==> src/rtl/cdf_sweep_pkg.sv <==
package cdf_sweep_pkg;
    typedef enum logic [1:0] {
        ST_IDLE = 2'd0,
        ST_RUN  = 2'd1,
        ST_CAL  = 2'd2,
        ST_WAIT = 2'd3
    } sweep_state_t;
endpackage

==> src/rtl/cdf_thr_next.sv <==
// Computes the following threshold code and flags the last point of a window.
module cdf_thr_next #(
    parameter int THR_W = 8
) (
    input  logic [THR_W-1:0] code,
    input  logic [THR_W-1:0] step,
    input  logic [THR_W-1:0] stop,
    output logic [THR_W-1:0] next_code,
    output logic             last_pt
);
    logic [THR_W:0] sum_wide;

    always_comb begin
        // One extra bit so that an overflowing step ends the window instead of wrapping.
        sum_wide  = {1'b0, code} + {1'b0, step};
        next_code = sum_wide[THR_W-1:0];
        last_pt   = (step == '0) || (sum_wide > {1'b0, stop});
    end
endmodule

==> src/rtl/cdf_count_pair.sv <==
// Trial and hit tallies for one threshold point.
module cdf_count_pair #(
    parameter int CNT_W = 20
) (
    input  logic             clk,
    input  logic             rst_n,
    input  logic             clr,
    input  logic             inc,
    input  logic             bit_in,
    output logic [CNT_W-1:0] trials_q,
    output logic [CNT_W-1:0] hits_q,
    output logic [CNT_W-1:0] trials_nx,
    output logic [CNT_W-1:0] hits_nx
);
    typedef struct packed {
        logic [CNT_W-1:0] trials;
        logic [CNT_W-1:0] hits;
    } cnt_t;

    cnt_t cnt_d, cnt_q;

    always_comb begin
        trials_nx = cnt_q.trials + 1'b1;
        hits_nx   = cnt_q.hits + {{(CNT_W-1){1'b0}}, bit_in};
        cnt_d     = cnt_q;
        if (clr) begin
            cnt_d = '0;
        end else if (inc) begin
            cnt_d.trials = trials_nx;
            cnt_d.hits   = hits_nx;
        end
    end

    always_ff @(posedge clk) begin
        if (!rst_n) cnt_q <= '0;
        else        cnt_q <= cnt_d;
    end

    assign trials_q = cnt_q.trials;
    assign hits_q   = cnt_q.hits;

    p_hits_le_trials_r3: assert property (@(posedge clk) disable iff (!rst_n)
        hits_q <= trials_q);

    p_hold_no_strobe_r3: assert property (@(posedge clk) disable iff (!rst_n)
        (!inc && !clr) |=> ($stable(trials_q) && $stable(hits_q)));
endmodule

==> src/rtl/cdf_sweep_accum.sv <==
module cdf_sweep_accum
    import cdf_sweep_pkg::*;
#(
    parameter int CNT_W   = 20,
    parameter int THR_W   = 8,
    parameter int SLICE_W = 8
) (
    input  logic               clk,
    input  logic               rst_n,
    input  logic               start,
    input  logic               abort,
    input  logic               next_slice,
    input  logic               cal_mode,
    input  logic [THR_W-1:0]   thr_start,
    input  logic [THR_W-1:0]   thr_stop,
    input  logic [THR_W-1:0]   thr_step,
    input  logic [CNT_W-1:0]   trial_target,
    input  logic               sample_strobe,
    input  logic               comp_bit,
    output logic [THR_W-1:0]   thr_code,
    output logic [SLICE_W-1:0] slice_idx,
    output logic               busy,
    output logic               slice_done,
    output logic               cal_sel,
    output logic               result_valid,
    output logic [THR_W-1:0]   res_thr,
    output logic [SLICE_W-1:0] res_slice,
    output logic [CNT_W-1:0]   res_hits,
    output logic [CNT_W-1:0]   res_trials
);
    localparam logic [CNT_W-1:0] ONE_TRIAL = {{(CNT_W-1){1'b0}}, 1'b1};

    typedef struct packed {
        sweep_state_t       st;
        logic [THR_W-1:0]   c_start;
        logic [THR_W-1:0]   c_stop;
        logic [THR_W-1:0]   c_step;
        logic [CNT_W-1:0]   c_target;
        logic [THR_W-1:0]   code;
        logic [SLICE_W-1:0] slice;
        logic               valid;
        logic [THR_W-1:0]   r_thr;
        logic [SLICE_W-1:0] r_slice;
        logic [CNT_W-1:0]   r_hits;
        logic [CNT_W-1:0]   r_trials;
    } regs_t;

    regs_t r_d, r_q;

    logic             cnt_clr, cnt_inc;
    logic [CNT_W-1:0] trials_q, hits_q, trials_nx, hits_nx;
    logic [THR_W-1:0] code_nx;
    logic             code_last;

    cdf_count_pair #(.CNT_W(CNT_W)) u_cnt (
        .clk       (clk),
        .rst_n     (rst_n),
        .clr       (cnt_clr),
        .inc       (cnt_inc),
        .bit_in    (comp_bit),
        .trials_q  (trials_q),
        .hits_q    (hits_q),
        .trials_nx (trials_nx),
        .hits_nx   (hits_nx)
    );

    cdf_thr_next #(.THR_W(THR_W)) u_step (
        .code      (r_q.code),
        .step      (r_q.c_step),
        .stop      (r_q.c_stop),
        .next_code (code_nx),
        .last_pt   (code_last)
    );

    always_comb begin
        r_d     = r_q;
        r_d.valid = 1'b0;
        cnt_clr = 1'b0;
        cnt_inc = 1'b0;
        unique case (r_q.st)
            ST_IDLE: begin
                if (start) begin
                    r_d.st       = cal_mode ? ST_CAL : ST_RUN;
                    r_d.c_start  = thr_start;
                    r_d.c_stop   = thr_stop;
                    r_d.c_step   = thr_step;
                    r_d.c_target = (trial_target == '0) ? ONE_TRIAL : trial_target;
                    r_d.code     = thr_start;
                    r_d.slice    = '0;
                    cnt_clr      = 1'b1;
                end
            end
            ST_RUN, ST_CAL: begin
                if (sample_strobe) begin
                    if (trials_nx == r_q.c_target) begin
                        // Point finished: publish the final tallies and restart the counters.
                        r_d.valid    = 1'b1;
                        r_d.r_thr    = r_q.code;
                        r_d.r_slice  = r_q.slice;
                        r_d.r_hits   = hits_nx;
                        r_d.r_trials = trials_nx;
                        cnt_clr      = 1'b1;
                        if (r_q.st == ST_CAL) r_d.st = ST_IDLE;
                        else if (code_last)   r_d.st = ST_WAIT;
                        else                  r_d.code = code_nx;
                    end else begin
                        cnt_inc = 1'b1;
                    end
                end
            end
            ST_WAIT: begin
                if (next_slice) begin
                    r_d.st    = ST_RUN;
                    r_d.slice = r_q.slice + 1'b1;
                    r_d.code  = r_q.c_start;
                    cnt_clr   = 1'b1;
                end
            end
            default: r_d.st = ST_IDLE;
        endcase
        if (abort) begin
            r_d.st    = ST_IDLE;
            r_d.valid = 1'b0;
            cnt_clr   = 1'b1;
        end
    end

    always_ff @(posedge clk) begin
        if (!rst_n) r_q <= '0;
        else        r_q <= r_d;
    end

    assign thr_code     = r_q.code;
    assign slice_idx    = r_q.slice;
    assign busy         = (r_q.st != ST_IDLE);
    assign slice_done   = (r_q.st == ST_WAIT);
    assign cal_sel      = (r_q.st == ST_CAL);
    assign result_valid = r_q.valid;
    assign res_thr      = r_q.r_thr;
    assign res_slice    = r_q.r_slice;
    assign res_hits     = r_q.r_hits;
    assign res_trials   = r_q.r_trials;

    p_result_count_r4: assert property (@(posedge clk) disable iff (!rst_n)
        result_valid |-> (res_trials == r_q.c_target && res_hits <= res_trials));

    p_clear_after_point_r4: assert property (@(posedge clk) disable iff (!rst_n)
        result_valid |-> (trials_q == '0 && hits_q == '0));

    p_wait_hold_r5: assert property (@(posedge clk) disable iff (!rst_n)
        (slice_done && !next_slice && !abort) |=> slice_done);

    p_start_ignored_r7: assert property (@(posedge clk) disable iff (!rst_n)
        (busy && start && !next_slice && !abort) |=> (slice_idx == $past(slice_idx)));

    p_abort_idle_r8: assert property (@(posedge clk) disable iff (!rst_n)
        abort |=> (!busy && !result_valid));

    p_cal_ends_r9: assert property (@(posedge clk) disable iff (!rst_n)
        (cal_sel && sample_strobe && trials_nx == r_q.c_target && !abort) |=> (result_valid && !busy));
endmodule

==> config.mk <==
export PLATFORM = sky130hd
export DESIGN_NAME = cdf_sweep_accum
export DESIGN_NICKNAME = d
export VERILOG_FILES = /design/src/rtl/cdf_sweep_pkg.sv /design/src/rtl/cdf_thr_next.sv /design/src/rtl/cdf_count_pair.sv /design/src/rtl/cdf_sweep_accum.sv
export SDC_FILE = /design/constraint.sdc
export NUM_CORES = 1
export LEC_CHECK = 0
export BUFFER_PORTS_ARGS = -buffer_cell sky130_fd_sc_hd__buf_2
export CAP_MARGIN = 10
export CORE_MARGIN = 2
export CORE_UTILIZATION = 63
export CTS_CLUSTER_SIZE = 24
export DETAILED_ROUTE_END_ITERATION = 6
export PLACE_DENSITY = 0.91
export SLEW_MARGIN = 20
export SYNTH_ARGS = -nofsm -noshare
export SYNTH_HDL_FRONTEND = slang
export SYNTH_SLANG_ARGS = --single-unit
export TNS_END_PERCENT = 1
==> constraint.sdc <==
create_clock -name clk -period 7.1 [get_ports clk]
set_input_delay 1.42 -clock clk [delete_from_list [all_inputs] [get_ports clk]]
set_output_delay 1.42 -clock clk [all_outputs]
set_load 0.005 [all_outputs]
==> metrics.txt <==
Mean Syn Cell Area 8.486 um^2; CTS H-Tree Depth 4; initial antenna violation count 0; die area 15870 um^2; Synth Flop Type dfxtp_1; Setup violations, final 0; mux cell area share after synthesis 0.07046; Vias/cell 6.059; Finished Core Util 0.6977; GP Congestion 0.9566; max_slew headroom 0.3597; Core Area 14530 um^2; Hold Vio Cnt, Final 0; status completed; max_cap viols 0; Cell Area, Synth 9376 um^2; M1 WL 9911 um; Num CTS Buffers 17; Final TNS setup 0 ps; Leak 3.849 nW; global route total overflow 0; DRT Pass-1 Iters 5; P&R area growth vs syn 8.140%; XOR/XNOR Fraction of Synth Area 0.06619; Cell Pwr Density 216.9 nW/um^2; DR WL met2 10640 um; crit path kind reg -> reg; Final Cell Area 10140 um^2; Starting Density 0.6451; flops & latches, synth 159; Worst-Skew Late Latency 440 ps; Vias 7937; Core Rows 44; fin crit period 4558 ps; overall power 0.002200 W; final worst-path cycle share 0.6419; Post-synth EDFFs 0; Simple-Gate Fraction of Synth Area 0.2301; antenna viol nets, final 0; DP Area 9440 um^2; ant diodes 0; routed len/inst 17.20 um; clk buf depth 2; routed length on met3 1438 um; worst min path class reg -> reg; DP Worst Slack 2605 ps; largest net degree at the start of global routing 122; post-CTS sizing 0; largest family of logic cells by synthesized area simple AND/OR/NAND/NOR gates; WL final 22530 um; post-synthesis compound-gate area fraction 0.1531; Final Slew Violations 0; DRC viols 0; Synth Area in Adders 0.03550; Mapped Cells 1105; f_max 219.4 MHz; Max Clock Skew 14.70 ps; IO Port Bufs 127; Clock Sinks 159; top routing layer used met4; nets@finish 1191; vias in the first global route 7512; io pins 128; CTS tree yes; asr flop ratio synth 0; layout cells sized above 1 0.1607; Setup WS post-layout 2542 ps; syn nets 1183; register area share after synthesis 0.3395; crit path max fanout 23; drt first-iter violations 835; Arrival @ worst endpoint 4880 ps; Root Driver clkbuf_16; hold-fix buffers at CTS 0; clock slew at reported path FFs 60 ps; Die Wd 126.0 um; CP Data Required Time 7420 ps; RSZ-0062 raised after global routing no; YS warnings 0; Die Ht 126.0 um; total track usage 0.2899; library cells used by synthesis 69; Worst IR Drop VDD 0.1651 mV; CP Launch Type flop; Setup crit end kind flop; Post-CTS Setup Bufs 0; DP Wirelength 15720 um; slew of the pin with the lowest slew margin 960.4 ps; first-pass GRT wire length 37740 um
power breakdown:
part,internal [W],leakage (nW),switching [W]
clock,0.000681,0.332,0.000368
combinational,0.0000866,2.23,0.000126
sequential,0.000913,1.29,0.0000243
total,0.00168,3.85,0.000519
synth_stat cells (4+ instances only):
cell      count  share of area
dfxtp_1     159           0.34
nand2_1     144          0.058
buf_4        83          0.066
mux2i_1      66          0.070
nor2b_1      58          0.039
a21oi_1      50          0.027
clkbuf_1     48          0.019
a21boi_0     43          0.034
xnor2_1      39          0.036
nand3_1      31          0.017
or4_1        30          0.024
inv_1        29          0.012
o21ai_0      28          0.015
o31ai_1      28          0.022
nor2_1       26          0.010
ha_1         25          0.033
xor2_1       24          0.022
nand4_1      17          0.011
buf_2        15         0.0080
nor3_1       14         0.0075
nor4_1       13         0.0087
and3_1       12         0.0080
or3_1        12         0.0080
and2_1       10         0.0067
nand2b_1     10         0.0067
a22oi_1       8         0.0064
a31oi_1       6         0.0040
a21o_1        5         0.0040
and4_1        5         0.0047
nor3b_1       4         0.0032
o211ai_1      4         0.0032
o21a_1        4         0.0032
o311ai_0      4         0.0037
worst max-delay path, stage by stage (launching register included):
cell,delay (ps)
dfxtp_1,450
ha_1,480
inv_1,210
nor4_4,540
a21oi_1,180
a311o_1,350
or4_4,590
or2_1,380
o31ai_4,650
buf_4,410
o21ba_1,190
metal layers:
layer  track usage  up-vias
li1              -     3849
met1        0.3817     3710
met2        0.4817      328
met3       0.05055       50
met4        0.1008        0
met5             0        -
final timing paths:
check / start / end / slack (ps) / cells after the start
max: u_cnt.trials_q[0] / u_cnt.trials_q[11] / 2540 / 10
min: r_q[104] / r_q[104] / 470 / 2
max reg2reg: u_cnt.trials_q[0] / u_cnt.trials_q[11] / 2540 / 10
min reg2reg: r_q[104] / r_q[104] / 470 / 2
cell type report:
class	count	area, um^2
clock inverter	12	227.7
tap	184	230.2
multi-input combinational	771	5218
clock buffer	20	456.7
inverter	29	108.9
fill	1140	4394
timing repair buffer	135	715.7
sequential	159	3183
layout by cell type, fill, tap and decap left out, drive strengths merged, types with 10 or more instances in the layout:
master / synthesis / layout
nor2b: 58 / 58
ha: 25 / 25
a21oi: 51 / 51
nor4: 15 / 15
xor2: 24 / 24
nand2b: 10 / 10
o21ai: 29 / 29
mux2i: 66 / 66
xnor2: 39 / 39
or4: 31 / 31
o31ai: 29 / 29
nor3: 15 / 15
dfxtp: 159 / 159
nor2: 27 / 27
or3: 12 / 12
and3: 12 / 12
nand4: 18 / 18
nand3: 32 / 32
and2: 10 / 10
clkbuf: 48 / 20
inv: 29 / 32
nand2: 144 / 144
a21boi: 43 / 43
buf: 98 / 135
registers in the layout, indices dropped and copies added, names as in the netlist:
register,count
u_cnt.trials_q,20
slice_idx,8
res_trials,20
res_slice,8
thr_code,8
r_q,46
res_thr,8
result_valid,1
u_cnt.hits_q,20
res_hits,20
kinds of logic (layout without fill, tap and decap cells):
kind of cell,after synthesis,count (layout)
buffers and inverters,175,196
flip-flops,159,159
XOR/XNOR,66,66
multiplexers,66,66
adder cells (fa/ha/maj),26,26
AO/OA/AOI/OAI,211,211
AND/OR/NAND/NOR,402,402
per-stage QoR:
stage          instances  hold slack [ps]
5_1_grt             1310            494.4
4_1_cts             1309            469.6
3_3_place_gp        1277            454.6
2_1_floorplan       1105            443.2
6_report            1310            465.3
3_5_place_dp        1277            461.0
Power figures use the tool's default switching activity.
